File: src/rtl/mdio_tgt_pkg.sv
// Shared types and the register-window decode for the MDIO target.
// Assumes clause-22 5-bit register addresses.
package mdio_tgt_pkg;

    localparam int REG_IDX_W = 3;
    localparam int REGS_PER_PORT = 1 << REG_IDX_W;

    typedef enum logic [2:0] {
        ST_HUNT,   // counting preamble ones
        ST_SOF,    // second start bit expected
        ST_OPC,    // two opcode bits
        ST_ADDR,   // PHY and register address, 10 bits
        ST_TURN,   // two turnaround bits
        ST_DATA    // 16 data bits
    } frame_st_e;

    // Map a bus register address onto a storage slot; bit 3 flags a valid slot.
    function automatic logic [REG_IDX_W:0] map_reg(input logic [4:0] ra);
        logic [REG_IDX_W:0] r;
        r = '0;
        if (ra <= 5'h05)      r = {1'b1, ra[REG_IDX_W-1:0]};
        else if (ra == 5'h1D) r = {1'b1, 3'd6};
        else if (ra == 5'h1F) r = {1'b1, 3'd7};
        return r;
    endfunction

endpackage

File: src/rtl/mdio_edge_sync.sv
// Brings MDC and MDIO into the system clock domain and flags MDC rising edges.
// Assumes clk is at least four times MDC, so every MDC level lasts 2+ cycles.
// bit_in is delayed exactly like the MDC copy that produces bit_stb.
module mdio_edge_sync #(
    parameter int STAGES = 2
) (
    input  logic clk,
    input  logic rst_n,
    input  logic mdc,
    input  logic mdio_in,
    output logic bit_stb,
    output logic bit_in
);

    logic [STAGES:0]   mdc_sh;
    logic [STAGES-1:0] dat_sh;

    // Shift both lines through the synchroniser chain.
    always_ff @(posedge clk) begin
        if (!rst_n) begin
            mdc_sh <= '1;
            dat_sh <= '1;
        end else begin
            mdc_sh <= {mdc_sh[STAGES-1:0], mdc};
            dat_sh <= {dat_sh[STAGES-2:0], mdio_in};
        end
    end

    // A low-to-high step in the synchronised MDC marks one frame bit.
    always_comb begin
        bit_stb = mdc_sh[STAGES-1] & ~mdc_sh[STAGES];
        bit_in  = dat_sh[STAGES-1];
    end

endmodule

File: src/rtl/mdio_frame_fsm.sv
// Frame decoder for the MDIO target: preamble hunt, start, opcode, addresses,
// turnaround and data. It acts only on bit_stb cycles and registers its drive
// outputs, so they change one cycle after the strobe.
// Assumes rd_data reflects sel_port/sel_idx combinationally.
module mdio_frame_fsm
    import mdio_tgt_pkg::*;
#(
    parameter int NUM_PORTS    = 2,
    parameter int BASE_ADDR    = 4,
    parameter int PREAMBLE_LEN = 32,
    parameter int DATA_W       = 16,
    localparam int PORT_W = (NUM_PORTS > 1) ? $clog2(NUM_PORTS) : 1,
    localparam int PCW    = $clog2(PREAMBLE_LEN + 1),
    localparam int DCW    = $clog2(DATA_W) + 1,
    localparam int CW     = (PCW > DCW) ? PCW : DCW
) (
    input  logic                 clk,
    input  logic                 rst_n,
    input  logic                 bit_stb,
    input  logic                 bit_in,
    input  logic [DATA_W-1:0]    rd_data,
    output logic [PORT_W-1:0]    sel_port,
    output logic [REG_IDX_W-1:0] sel_idx,
    output logic                 wr_en,
    output logic [DATA_W-1:0]    wr_data,
    output logic                 drv_oe,
    output logic                 drv_val,
    output frame_st_e            state_o
);

    frame_st_e              st;
    logic [CW-1:0]          cnt;
    logic                   opc_hi;
    logic [9:0]             addr_sh;
    logic [9:0]             addr_nxt;
    logic [4:0]             rel;
    logic [REG_IDX_W:0]     slot;
    logic                   phy_ok;
    logic                   rd_op;
    logic                   hit;
    logic [PORT_W-1:0]      port_q;
    logic [REG_IDX_W-1:0]   idx_q;
    logic [DATA_W-1:0]      dsh;

    // Decode the address field as it completes with the current bit.
    always_comb begin
        addr_nxt = {addr_sh[8:0], bit_in};
        rel      = addr_nxt[9:5] - 5'(BASE_ADDR);
        phy_ok   = (addr_nxt[9:5] >= 5'(BASE_ADDR)) && (int'(rel) < NUM_PORTS);
        slot     = map_reg(addr_nxt[4:0]);
    end

    // Walk the frame one MDC bit at a time and produce drive and write pulses.
    always_ff @(posedge clk) begin
        if (!rst_n) begin
            st      <= ST_HUNT;
            cnt     <= '0;
            opc_hi  <= 1'b0;
            addr_sh <= '0;
            rd_op   <= 1'b0;
            hit     <= 1'b0;
            port_q  <= '0;
            idx_q   <= '0;
            dsh     <= '0;
            drv_oe  <= 1'b0;
            drv_val <= 1'b0;
            wr_en   <= 1'b0;
            wr_data <= '0;
        end else begin
            wr_en <= 1'b0;
            if (bit_stb) begin
                unique case (st)
                    ST_HUNT: begin
                        if (bit_in) begin
                            if (cnt < CW'(PREAMBLE_LEN)) cnt <= cnt + 1'b1;
                        end else begin
                            if (cnt == CW'(PREAMBLE_LEN)) st <= ST_SOF;
                            cnt <= '0;
                        end
                    end
                    ST_SOF: begin
                        st <= bit_in ? ST_OPC : ST_HUNT;
                    end
                    ST_OPC: begin
                        opc_hi <= bit_in;
                        if (cnt == CW'(1)) begin
                            cnt <= '0;
                            if (opc_hi != bit_in) begin
                                st    <= ST_ADDR;
                                rd_op <= opc_hi;
                            end else begin
                                st <= ST_HUNT;
                            end
                        end else begin
                            cnt <= cnt + 1'b1;
                        end
                    end
                    ST_ADDR: begin
                        addr_sh <= addr_nxt;
                        if (cnt == CW'(9)) begin
                            cnt    <= '0;
                            st     <= ST_TURN;
                            hit    <= phy_ok & slot[REG_IDX_W];
                            port_q <= rel[PORT_W-1:0];
                            idx_q  <= slot[REG_IDX_W-1:0];
                        end else begin
                            cnt <= cnt + 1'b1;
                        end
                    end
                    ST_TURN: begin
                        if (cnt == '0) begin
                            cnt <= cnt + 1'b1;
                            if (rd_op && hit) begin
                                drv_oe  <= 1'b1;
                                drv_val <= 1'b0;
                            end
                        end else begin
                            cnt     <= '0;
                            st      <= ST_DATA;
                            dsh     <= {rd_data[DATA_W-2:0], 1'b0};
                            drv_val <= rd_data[DATA_W-1];
                        end
                    end
                    ST_DATA: begin
                        if (rd_op) begin
                            drv_val <= dsh[DATA_W-1];
                            dsh     <= {dsh[DATA_W-2:0], 1'b0};
                        end else begin
                            dsh <= {dsh[DATA_W-2:0], bit_in};
                        end
                        if (cnt == CW'(DATA_W - 1)) begin
                            cnt    <= '0;
                            st     <= ST_HUNT;
                            drv_oe <= 1'b0;
                            if (!rd_op && hit) begin
                                wr_en   <= 1'b1;
                                wr_data <= {dsh[DATA_W-2:0], bit_in};
                            end
                        end else begin
                            cnt <= cnt + 1'b1;
                        end
                    end
                    default: begin
                        st  <= ST_HUNT;
                        cnt <= '0;
                    end
                endcase
            end
        end
    end

    // Expose the latched selection and state to the neighbours.
    always_comb begin
        sel_port = port_q;
        sel_idx  = idx_q;
        state_o  = st;
    end

endmodule

File: src/rtl/mdio_reg_bank.sv
// Per-port register storage for the MDIO target: NUM_PORTS x REGS_PER_PORT
// words, one shared select for read and write. Assumes the writer only
// presents in-range ports; reads from out-of-range ports return zero.
module mdio_reg_bank
    import mdio_tgt_pkg::*;
#(
    parameter int NUM_PORTS = 2,
    parameter int DATA_W    = 16,
    localparam int PORT_W = (NUM_PORTS > 1) ? $clog2(NUM_PORTS) : 1
) (
    input  logic                 clk,
    input  logic                 rst_n,
    input  logic                 wr_en,
    input  logic [PORT_W-1:0]    sel_port,
    input  logic [REG_IDX_W-1:0] sel_idx,
    input  logic [DATA_W-1:0]    wr_data,
    output logic [DATA_W-1:0]    rd_data
);

    logic [DATA_W-1:0] cells [NUM_PORTS][REGS_PER_PORT];

    // Clear every word on reset; store one word per write pulse.
    always_ff @(posedge clk) begin
        if (!rst_n) begin
            for (int p = 0; p < NUM_PORTS; p++) begin
                for (int r = 0; r < REGS_PER_PORT; r++) begin
                    cells[p][r] <= '0;
                end
            end
        end else if (wr_en && (int'(sel_port) < NUM_PORTS)) begin
            cells[sel_port][sel_idx] <= wr_data;
        end
    end

    // Return the selected word, zero for a port outside the array.
    always_comb begin
        rd_data = '0;
        for (int p = 0; p < NUM_PORTS; p++) begin
            if (int'(sel_port) == p) rd_data = cells[p][sel_idx];
        end
    end

endmodule

File: src/rtl/mdio_target.sv
// Top of the MDIO management target. It chains the synchroniser, the frame
// decoder and the register storage. Assumes clk >= 4 x MDC and an external
// pull-up on MDIO; mdio_out is meaningful only while mdio_oe is high.
module mdio_target
    import mdio_tgt_pkg::*;
#(
    parameter int NUM_PORTS   = 2,
    parameter int BASE_ADDR   = 4,
    parameter int SYNC_STAGES = 2,
    localparam int DATA_W = 16,
    localparam int PORT_W = (NUM_PORTS > 1) ? $clog2(NUM_PORTS) : 1
) (
    input  logic clk,
    input  logic rst_n,
    input  logic mdc,
    input  logic mdio_in,
    output logic mdio_out,
    output logic mdio_oe
);

    logic                 mdc_rise;
    logic                 samp_bit;
    logic [PORT_W-1:0]    sel_port;
    logic [REG_IDX_W-1:0] sel_idx;
    logic                 wr_en;
    logic [DATA_W-1:0]    wr_data;
    logic [DATA_W-1:0]    rd_data;
    frame_st_e            fsm_state;

    mdio_edge_sync #(.STAGES(SYNC_STAGES)) u_sync (
        .clk     (clk),
        .rst_n   (rst_n),
        .mdc     (mdc),
        .mdio_in (mdio_in),
        .bit_stb (mdc_rise),
        .bit_in  (samp_bit)
    );

    mdio_frame_fsm #(
        .NUM_PORTS    (NUM_PORTS),
        .BASE_ADDR    (BASE_ADDR),
        .PREAMBLE_LEN (32),
        .DATA_W       (DATA_W)
    ) u_fsm (
        .clk      (clk),
        .rst_n    (rst_n),
        .bit_stb  (mdc_rise),
        .bit_in   (samp_bit),
        .rd_data  (rd_data),
        .sel_port (sel_port),
        .sel_idx  (sel_idx),
        .wr_en    (wr_en),
        .wr_data  (wr_data),
        .drv_oe   (mdio_oe),
        .drv_val  (mdio_out),
        .state_o  (fsm_state)
    );

    mdio_reg_bank #(
        .NUM_PORTS (NUM_PORTS),
        .DATA_W    (DATA_W)
    ) u_bank (
        .clk      (clk),
        .rst_n    (rst_n),
        .wr_en    (wr_en),
        .sel_port (sel_port),
        .sel_idx  (sel_idx),
        .wr_data  (wr_data),
        .rd_data  (rd_data)
    );

endmodule

File: config.mk
export PLATFORM = sky130hd
export DESIGN_NAME = mdio_target
export DESIGN_NICKNAME = d
export VERILOG_FILES = /design/src/rtl/mdio_tgt_pkg.sv /design/src/rtl/mdio_edge_sync.sv /design/src/rtl/mdio_frame_fsm.sv /design/src/rtl/mdio_reg_bank.sv /design/src/rtl/mdio_target.sv
export SDC_FILE = /design/constraint.sdc
export NUM_CORES = 1
export LEC_CHECK = 0
export ABC_AREA = 1
export CAP_MARGIN = 20
export CORE_ASPECT_RATIO = 1.2
export CORE_UTILIZATION = 35
export DETAILED_ROUTE_END_ITERATION = 10
export DONT_BUFFER_PORTS = 1
export PLACE_DENSITY = 0.59
export SLEW_MARGIN = 20
export SYNTH_ARGS = -nofsm -noshare
export SYNTH_HDL_FRONTEND = slang
export SYNTH_SLANG_ARGS = --single-unit
File: constraint.sdc
create_clock -name clk -period 3 [get_ports clk]
set_input_delay 0.3 -clock clk [delete_from_list [all_inputs] [get_ports clk]]
set_output_delay 0.3 -clock clk [all_outputs]
set_load 0.05 [all_outputs]
==> impl_metrics.csv <==
group,metric,value,unit
synth,synth_area_leaders,"edfxtp_1, nand2_1, dfxtp_1",
floorplanning,io_pins,6,
clocking,cts_buffer_depth,3,
synth,synth_xor_area_share,0.1773,%
drt,first_pass_iters,5,
outcome,status,"complete, no violations",
synth,avgSynthCellArea,8.778,µm²
synth,synthesis.area,14820,µm²
drt,num_vias,10610,
power_and_ir_drop,seq_power_share,52.9,%
grt,grt_max_degree,65,
power_and_ir_drop,vdd_ir_drop_max,0.3045,mV
synth,yosysMostFrequentCell,"nand2_1",
sta,tightest_slew,1.075,ns
synth,synth_edf_count,256,
power_and_ir_drop,totalPowerFinal,9.308,mW
synth,syn_inst,1688,
worst_setup_path,crit_type,"flop to flop",
worst_setup_path,end_kind,"flop",
sta,fin_crit,2.513,ns
grt,grt_pass1_wl,56.71,mm
synth,ys_top_cells_by_count,"nand2_1, inv_1, nor2_1, edfxtp_1, nand3_1",
power_and_ir_drop,power_density,560.2,nW/µm²
sta,min_period_over_period,83.75,%
synth,synth_compound_area_share,5.362,%
sta,drv_slew,0,
synth,synth-warning-count,0,
clocking,cts_root_buf,"clkbuf_16",
grt,grt_antenna_before_repair,0,
synth,async_flop_share,0,%
worst_setup_path,crit_path_start_kind,"flop",
floorplanning,die_w,189.8,µm
synth,syn_nets,1696,
sta,rsz0062_at_grt,"no",
hold_path,hold_class,"primary input to flop",
clocking,h-tree-depth,2,
drt,vias_per_cell,4.721,
floorplanning,start_util,35.48,%
drt,drtIter0Drc,760,
sta,relSlewSlack,28.24,%
grt,grt_pass1_vias,10070,
clocking,clock_latency,0.53,ns
clocking,cts_made_buffers,34,
grt,overflow,0,
placed_design,port_buffers,0,
sta,tns,0,ns
synth,yosysTopAreaCell,"edfxtp_1",
floorplanning,die_h,227.4,µm
flow_run,drv_cap,0,
drt,drt_wl_total,36.66,mm
worst_setup_path,arrival,2.62,ns
power_and_ir_drop,intPower,7.378,mW
synth,synth_top_cell_area_share,51.88,%
clocking,clk_pin_slew,0.06,ns
clocking,cts_resized,0,
floorplanning,die_area,43160,µm²
synth,synth_adder_area_share,0.3378,%
finish,final_layout_size_suffix_gt1_share,8.407,%
finish,antenna_cells,0,
power_and_ir_drop,p_sw,1.930,mW
power_and_ir_drop,clkPwrFrac,44.6,%
synth,yosysSeqAreaShare,60.67,%
clocking,clock_sinks,321,
placed_design,dpl.hpwl,23.11,mm
sta,clock_skew,0.01237,ns
synth,synth_cell_types,38,
clocking,cts_tree,"built",
finish,nets,1683,
synth,synthMuxAreaShare,0,%
sta,setup_viol,0,
synth,synth_top_family_by_area,"simple AND/OR/NAND/NOR gates",
synth,ys_seq_elements,321,
power_and_ir_drop,sw_frac_of_total,20.74,%
floorplanning,core-area,41760,µm²
floorplanning,rows,82,
sta,final-hold-violation-count,0,
synth,synthSimpleGateAreaFrac,23.53,%
grt,grt_usage,17.22,%
drt,wl_per_cell,16.31,µm
finish,area.growth.synth_to_final,12.15,%
power_and_ir_drop,p_leak,6.776,nW
sta,fmax,0.3980,GHz
drt,drc,0,
worst_setup_path,required,3.11,ns
synth,synthFlopType,"edfxtp_1",
power_and_ir_drop,power_frac_comb,2.4,%
drt,ant_nets,0,
placed_design,gp_congestion,0.8194,
worst_setup_path,path_max_fanout,18,
==> path summary, 6_finish.rpt <==
check                           startpoint                                to  slack (ns)  depth (start not counted)
max reg2reg  u_fsm.sel_idx[1]$_SDFFE_PN0P_  u_bank.cells[0][4]$_SDFFCE_PN0P_        0.49                          5
max          u_fsm.sel_idx[1]$_SDFFE_PN0P_  u_bank.cells[0][4]$_SDFFCE_PN0P_        0.49                          5
min                                  rst_n         u_fsm.cnt[3]$_SDFFE_PN0P_        0.03                          2
min reg2reg    u_sync.mdc_sh[0]$_SDFF_PN1_       u_sync.mdc_sh[1]$_SDFF_PN1_        0.41                          1
==> state kept, by name, summed over array words and instances, names as in the netlist, 2 cells and up <==
name,flops
u_fsm.dsh,16
u_fsm.wr_data,16
u_bank.cells,256
u_sync.dat_sh,2
u_fsm.cnt,6
u_fsm.sel_idx,3
u_fsm.addr_sh,9
u_sync.mdc_sh,3
u_fsm.state_o,3
==> metal layers <==
layer	track usage (%)	share of wire, %
met5	0	0
met2	30.46	50
met4	7.830	3.8
met1	20.85	42
met3	2.127	4.5
==> per-stage QoR <==
stage / utilization [%] / cells / instance area [µm²] / setup WS [ns] / hold slack (ns)
2_1_floorplan: - / 1688 / 14820 / 0.7274 / 0.3915
3_3_place_gp: 37.07 / 2182 / 15480 / 0.4959 / 0.3840
3_5_place_dp: 37.07 / 2182 / 15480 / 0.4603 / 0.3860
4_1_cts: 39.79 / 2247 / 16620 / 0.4612 / 0.004811
5_1_grt: 39.79 / 2247 / 16620 / 0.3342 / 0.02925
6_report: 39.79 / 2247 / 16620 / 0.4874 / 0.02684
==> cells in the final DEF (no fill, tap or decap), types with 4 or more instances in the layout <==
cell / instances
o21ai_1: 12
dfxtp_1: 64
a21oi_1: 53
o21ai_0: 43
buf_12: 5
inv_1: 275
nor3_1: 19
clkbuf_1: 7
edfxtp_1: 256
nand2_1: 405
nor2_1: 267
ha_1: 4
nand4_1: 5
clkinv_1: 9
nand3_1: 106
clkinv_2: 5
or2_2: 22
a21oi_2: 8
clkbuf_16: 38
nand3_2: 7
nor2_2: 4
o211ai_1: 19
buf_4: 38
==> logic make-up after synthesis <==
logic type / after synthesis
flip-flops: 321
XOR/XNOR: 3
AO/OA/AOI/OAI: 143
AND/OR/NAND/NOR: 843
buffers and inverters: 374
adder cells (fa/ha/maj): 4
==> final cells by class <==
cell class,count,area (µm²)
Sequential cell,321,8992
Clock inverter,16,106.4
Multi-Input combinational cell,993,4388
Tap cell,546,683.2
Timing Repair Buffer,45,405.4
Clock buffer,46,991.0
Inverter,280,1051
Fill cell,4083,25140
==> critical path, cell delays in order, from the launching register on <==
cell and delay, ns:
dfxtp_1 0.39, nand2_1 0.16, clkinv_1 0.57, buf_4 0.46, nand3_2 0.10, nand2_1 0.40
==> power by group through the flow <==
| stage | clock network [mW] | logic [mW] | registers (mW) |
|---|---|---|---|
| final | 4.15 | 0.228 | 4.93 |
| after global routing | 4.38 | 0.257 | 4.94 |
| after CTS | 4.23 | 0.232 | 4.93 |
| after detailed placement | 0 | 0.219 | 5.02 |
| after global placement | 0 | 0.216 | 5.02 |
| after floorplan | 0 | 0.153 | 5.02 |
==> repair_timing <==
action / 4_1_cts / 5_1_grt
hold buffers: 3 / 0
buffers inserted: 0 / 0
hold endpoints to repair: 32 / 0
Power figures use the tool's default switching activity.
